**config.mk**
```make
export PLATFORM = sky130hd
export DESIGN_NAME = regbank_top
export DESIGN_NICKNAME = d
export VERILOG_FILES = /design/src/rtl/regbank_pkg.sv /design/src/rtl/regbank_decode.sv /design/src/rtl/regbank_cell.sv /design/src/rtl/regbank_rdport.sv /design/src/rtl/regbank_top.sv
export SDC_FILE = /design/constraint.sdc
export NUM_CORES = 1
export LEC_CHECK = 0
export CORE_MARGIN = 3
export CORE_UTILIZATION = 32
export CTS_CLUSTER_DIAMETER = 50
export DETAILED_ROUTE_END_ITERATION = 12
export PLACE_DENSITY_LB_ADDON = 0.12
export SKIP_LAST_GASP = 1
export SYNTH_ARGS = -nofsm -noshare
export SYNTH_HDL_FRONTEND = slang
export SYNTH_SLANG_ARGS = --single-unit
```
**constraint.sdc**
```tcl
create_clock -name clk -period 1.15 [get_ports clk]
set_clock_uncertainty 0.1 [all_clocks]
set_input_delay 0.23 -clock clk [delete_from_list [all_inputs] [get_ports clk]]
set_output_delay 0.23 -clock clk [all_outputs]
set_load 0.03 [all_outputs]
```
**src/rtl/regbank_pkg.sv**
```systemverilog
package regbank_pkg;

    localparam int REG_COUNT = 6;
    localparam int REG_W     = 8;
    localparam int ADDR_W    = 8;

    typedef enum logic [2:0] {
        ACC_RW   = 3'd0,
        ACC_COR  = 3'd1,
        ACC_RO   = 3'd2,
        ACC_WO   = 3'd3,
        ACC_RT   = 3'd4,
        ACC_NONE = 3'd5
    } acc_t;

    // Access type of bit b in register r.
    function automatic acc_t bit_access(input int r, input int b);
        case (r)
            0:       return ACC_RW;
            1:       return (b < 4) ? ACC_COR : ACC_RO;
            2:       return ACC_WO;
            3:       return (b == 7) ? ACC_RT : ((b >= 4) ? ACC_NONE : ACC_RW);
            4:       return ACC_RT;
            5:       return ACC_RO;
            default: return ACC_NONE;
        endcase
    endfunction

    // CPU address of register r; the map is sparse.
    function automatic logic [ADDR_W-1:0] reg_addr(input int r);
        case (r)
            0:       return 8'h10;
            1:       return 8'h11;
            2:       return 8'h12;
            3:       return 8'h20;
            4:       return 8'h21;
            5:       return 8'h22;
            default: return 8'hFF;
        endcase
    endfunction

    function automatic logic [REG_W-1:0] reg_reset(input int r);
        case (r)
            3:       return 8'h05;
            5:       return 8'hC3;
            default: return 8'h00;
        endcase
    endfunction

    function automatic bit cpu_writable(input acc_t a);
        return (a == ACC_RW) || (a == ACC_WO);
    endfunction

endpackage

```
**src/rtl/regbank_decode.sv**
```systemverilog
module regbank_decode
    import regbank_pkg::*;
#(
    parameter int NREGS = REG_COUNT,
    parameter int AW    = ADDR_W
) (
    input  logic [AW-1:0]    addr,
    output logic [NREGS-1:0] hit,
    output logic             mapped
);

    for (genvar i = 0; i < NREGS; i++) begin : g_match
        localparam logic [AW-1:0] MY_ADDR = AW'(reg_addr(i));
        assign hit[i] = (addr == MY_ADDR);
    end

    assign mapped = |hit;

endmodule

```
**src/rtl/regbank_cell.sv**
```systemverilog
module regbank_cell
    import regbank_pkg::*;
#(
    parameter int IDX = 0,
    parameter int DW  = REG_W
) (
    input  logic          clk,
    input  logic          rst_n,
    input  logic          cpu_wr,
    input  logic          cpu_rd,
    input  logic [DW-1:0] cpu_wdata,
    input  logic          upd_en,
    input  logic [DW-1:0] upd_data,
    input  logic [DW-1:0] live,
    output logic [DW-1:0] view,
    output logic [DW-1:0] rd_view
);

    localparam logic [DW-1:0] RST_VAL = DW'(reg_reset(IDX));

    for (genvar b = 0; b < DW; b++) begin : g_bit
        localparam acc_t ACC = bit_access(IDX, b);

        if (ACC == ACC_RT) begin : g_live
            assign view[b]    = live[b];
            assign rd_view[b] = live[b];
        end else if (ACC == ACC_NONE) begin : g_none
            assign view[b]    = 1'b0;
            assign rd_view[b] = 1'b0;
        end else begin : g_store
            logic q;
            always_ff @(posedge clk or negedge rst_n) begin
                if (!rst_n) begin
                    q <= RST_VAL[b];
                end else if (upd_en) begin
                    q <= upd_data[b];
                end else if (cpu_wr && cpu_writable(ACC)) begin
                    q <= cpu_wdata[b];
                end else if (cpu_rd && (ACC == ACC_COR)) begin
                    q <= 1'b0;
                end
            end
            assign view[b]    = q;
            assign rd_view[b] = (ACC == ACC_WO) ? 1'b0 : q;
        end
    end

    logic unused_inputs;
    assign unused_inputs = ^{cpu_wdata, upd_data, live, cpu_rd, cpu_wr, upd_en};

endmodule

```
**src/rtl/regbank_rdport.sv**
```systemverilog
module regbank_rdport #(
    parameter int NREGS = 6,
    parameter int DW    = 8
) (
    input  logic                clk,
    input  logic                rst_n,
    input  logic                rd_en,
    input  logic [NREGS-1:0]    hit,
    input  logic [NREGS*DW-1:0] rd_views,
    output logic [DW-1:0]       rd_data
);

    logic [DW-1:0] sel;

    always_comb begin
        sel = '0;
        for (int i = 0; i < NREGS; i++) begin
            if (hit[i]) begin
                sel = sel | rd_views[i*DW +: DW];
            end
        end
    end

    always_ff @(posedge clk or negedge rst_n) begin
        if (!rst_n) begin
            rd_data <= '0;
        end else if (rd_en) begin
            rd_data <= sel;
        end
    end

endmodule

```
**src/rtl/regbank_top.sv**
```systemverilog
module regbank_top
    import regbank_pkg::*;
#(
    parameter int NREGS = REG_COUNT,
    parameter int DW    = REG_W,
    parameter int AW    = ADDR_W
) (
    input  logic                clk,
    input  logic                rst_n,
    input  logic [AW-1:0]       cpu_addr,
    input  logic [DW-1:0]       cpu_wdata,
    input  logic                cpu_wr_en,
    input  logic                cpu_rd_en,
    output logic [DW-1:0]       cpu_rd_data,
    input  logic [NREGS-1:0]    upd_en,
    input  logic [NREGS*DW-1:0] upd_data,
    input  logic [NREGS*DW-1:0] live_in,
    output logic [NREGS*DW-1:0] regs_out
);

    logic [NREGS-1:0]    addr_hit;
    logic                addr_mapped;
    logic [NREGS*DW-1:0] rd_views;

    regbank_decode #(.NREGS(NREGS), .AW(AW)) u_decode (
        .addr   (cpu_addr),
        .hit    (addr_hit),
        .mapped (addr_mapped)
    );

    for (genvar i = 0; i < NREGS; i++) begin : g_reg
        regbank_cell #(.IDX(i), .DW(DW)) u_cell (
            .clk       (clk),
            .rst_n     (rst_n),
            .cpu_wr    (cpu_wr_en && addr_hit[i]),
            .cpu_rd    (cpu_rd_en && addr_hit[i]),
            .cpu_wdata (cpu_wdata),
            .upd_en    (upd_en[i]),
            .upd_data  (upd_data[i*DW +: DW]),
            .live      (live_in[i*DW +: DW]),
            .view      (regs_out[i*DW +: DW]),
            .rd_view   (rd_views[i*DW +: DW])
        );
    end

    regbank_rdport #(.NREGS(NREGS), .DW(DW)) u_rdport (
        .clk      (clk),
        .rst_n    (rst_n),
        .rd_en    (cpu_rd_en),
        .hit      (addr_hit),
        .rd_views (rd_views),
        .rd_data  (cpu_rd_data)
    );

    logic unused_mapped;
    assign unused_mapped = addr_mapped;

endmodule

```
==> results by group <==
Detailed routing
  • Routed wire per std cell: 15.6 um
  • DR iter-0 viols: 99
  • Antenna Nets Post-Route: 0
  • DR pass1 iterations: 5
  • DRC violations left: 0
  • Vias per cell: 4.67
  • Wirelength, routed: 7920 um
  • Vias: 2374

Clocking
  • Clk Latency, worst-skew pair: 0.29 ns
  • H-tree depth: 2
  • Clk sink count: 44
  • Clk slew on worst S/H paths: 0.09 ns
  • Clk buf depth: 2
  • Cts bufs inserted: 5
  • CTS root buffer: clkbuf_8
  • TritonCTS clock tree: built

Pwr
  • Psw: 1.42 mW
  • Sequential cell fraction of total power: 40.2%
  • Pwr Density: 984 nW/um2
  • Overall Power: 4.50 mW
  • Clock power frac: 22.6%
  • Logic pwr share: 37.2%
  • Peak supply drop: 0.000476 V
  • Internal power: 3.08 mW
  • Sw frac: 31.5%
  • Leakage: 2.15 nW

Final layout
  • Share of cells above drive strength 1: 49.6%
  • Most frequent cells in the layout: 71 x buf_6, 59 x buf_4, 49 x clkdlybuf4s50_1
  • Synth-to-Final Area Change: 76.2%
  • Most common cell after layout, fill and taps aside: buf_6
  • Final net count: 526

Floorplanning
  • Core Area: 7810 um2
  • Starting Density: 33.2%
  • Die ar.: 9230 um2
  • Die height: 96.1 um
  • # rows: 32
  • IO Pins: 178
  • Width of the die: 96.1 um

Critical path
  • Startpoint types: primary input
  • Critical path fanouts, max: 4
  • Worst path slowest cell: or4b_4
  • Worst setup path startpoint: cpu_addr[7]
  • Worst EP required: 1.27 ns
  • Critical path type: primary input to flop
  • FF-to-FF End: u_rdport.rd_data[0]
  • Crit path capture type: flop
  • CP top delay family: simple AND/OR/NAND/NOR gates
  • Worst path cell trace: buf_8 > or4b_4 > o32ai_1 > a222oi_1 > a21oi_1
  • Buf/Inv on CP: 1
  • Reg-to-Reg Start: g_reg[3].u_cell.g_bit[0].g_store.q
  • Reg2reg setup slack: -0.18 ns
  • CP max stage delay: 0.60 ns
  • Crit path DAT: 1.53 ns
  • FF-to-FF path depth: 5

Yosys
  • Synth warnings: 0
  • Post-synth EDFFs: 0
  • Synth top area cells: dfrtp_1 37%, buf_4 14%, dfstp_2 6.1%
  • Post-Syn Area per Cell: 10.3 um2
  • Post-synth top area share: 36.6%
  • Sequential share of the synthesized area: 42.7%
  • Mapped Cells: 251
  • Leading area contributor after synthesis: dfrtp_1
  • Mapped Area: 2590 um2
  • Synth Register Bits: 44
  • Synth Flop Type: dfrtp_1
  • Cell variety after synth: 37
  • Synth async-reset ratio: 100%

Placed design
  • Dpl ws: -1.01 ns
  • Final HPWL DP: 5890 um
  • Routability Congestion: 0.788
  • I/O Buffers: 122

Run
  • Max Cap Viol: 0

GRT
  • Vias in the first global route: 2493
  • Largest net degree at the start of global routing: 45
  • Total GRT Usage: 17.6%
  • First-pass GRT wire length: 12500 um
  • Total grt overflow: 0
  • Initial antenna violation count: 1

Min path
  • Worst hold path class: primary input to asynchronous set/reset pin

Timing
  • Minimum clock period: 1.41 ns
  • RSZ-0062 raised after global routing: yes
  • Max Clock Freq: 711 MHz
  • Final slew viol count: 0
  • Final setup margin: -0.256 ns
  • Fin. Hold Viols: 0
  • Final setup vio count: 76
  • Tcrit/Tclk final: 122%

Outcome
  • Status: finished with violations
  • Violated checks: setup timing
==> worst min-delay path, stage by stage <==
cell and delay, ns:
dlygate4sd3_1 0.52, buf_2 0.12, buf_12 0.23
==> power groups by stage <==
stage / combinational [mW] / clock (mW) / sequential, mW
final: 1.67 / 1.02 / 1.81
after global routing: 1.78 / 1.11 / 1.83
after CTS: 1.65 / 1.04 / 1.81
after detailed placement: 1.31 / 0 / 1.84
after global placement: 1.31 / 0 / 1.84
after floorplan: 0.772 / 0 / 1.84
==> stage by stage <==
step / cells / hold slack, ns / TNS, ns / instance area [um2] / util, %
floorplan: 253 / -0.166 / -8.35 / 2700 / -
finish: 508 / 0.331 / -6.79 / 4570 / 58.6
CTS: 502 / 0.349 / -7.62 / 4480 / 57.4
global route: 508 / 0.366 / -10.03 / 4570 / 58.6
global placement: 454 / 0.133 / -32.76 / 3780 / 48.4
detailed placement: 454 / 0.124 / -33.25 / 3780 / 48.4
==> routing by layer <==
layer	vias up	part of all wire [%]	track usage, %
met5	-	0	0
met4	0	0.71	3.20
met2	93	47	28.8
met3	6	7.4	4.46
met1	1120	45	23.5
li1	1155	-	-
==> sequential cells by signal, indices dropped and copies added (netlist names) <==
name,cells
u_rdport.rd_data,8
g.u_cell.g_bit.g_store.q,36
==> logic make-up (layout without fill, tap and decap cells) <==
logic type	after synthesis	after routing	share of synthesized area, %
buf+inv	63	215	16.4
simple gates	62	62	15.2
compound gates	54	54	14.5
flops	44	44	42.7
mux	27	27	11.0
other cells	1	4	0.145
==> synthesized netlist by cell type, types with 4 or more instances <==
cell type,count
a21oi_1,4
a22o_1,8
a22oi_1,12
a31oi_1,4
and3_1,4
buf_4,48
clkbuf_1,6
dfrtp_1,38
dfstp_2,6
inv_1,5
mux2_2,13
mux2i_1,14
nand2_1,30
nor2_1,8
nor3b_1,4
o21ai_0,17
==> cell type report <==
type | count | area, um2
Clock inverter | 2 | 10.0
Antenna cell | 1 | 2.50
Sequential cell | 44 | 1110
Fill cell | 688 | 3240
Timing Repair Buffer | 202 | 1980
Tap cell | 102 | 128
Multi-Input combinational cell | 146 | 1240
Clock buffer | 6 | 82.6
Inverter | 5 | 18.8
==> worst max-delay path by stage <==
stage	end	cells after the start	slack, ns
detailed placement	g_reg[2].u_cell.g_bit[5].g_store.q	5	-1.01
finish	u_rdport.rd_data[5]	5	-0.26
global route	u_rdport.rd_data[1]	5	-0.31
floorplan	g_reg[2].u_cell.g_bit[0].g_store.q	4	-0.41
CTS	g_reg[2].u_cell.g_bit[5].g_store.q	5	-0.27
global placement	g_reg[2].u_cell.g_bit[5].g_store.q	5	-0.97
==> timing repair <==
action | 4_1_cts | 5_1_grt
pin swaps | 37 | 14
endpoints found under the hold margin | 38 | 0
buffers inserted | 39 | 5
hold buffers | 1 | 0
endpoints found under the setup margin | 89 | 76
gates resized for setup | 139 | 13
No activity file was read; power rests on OpenSTA's default activity.
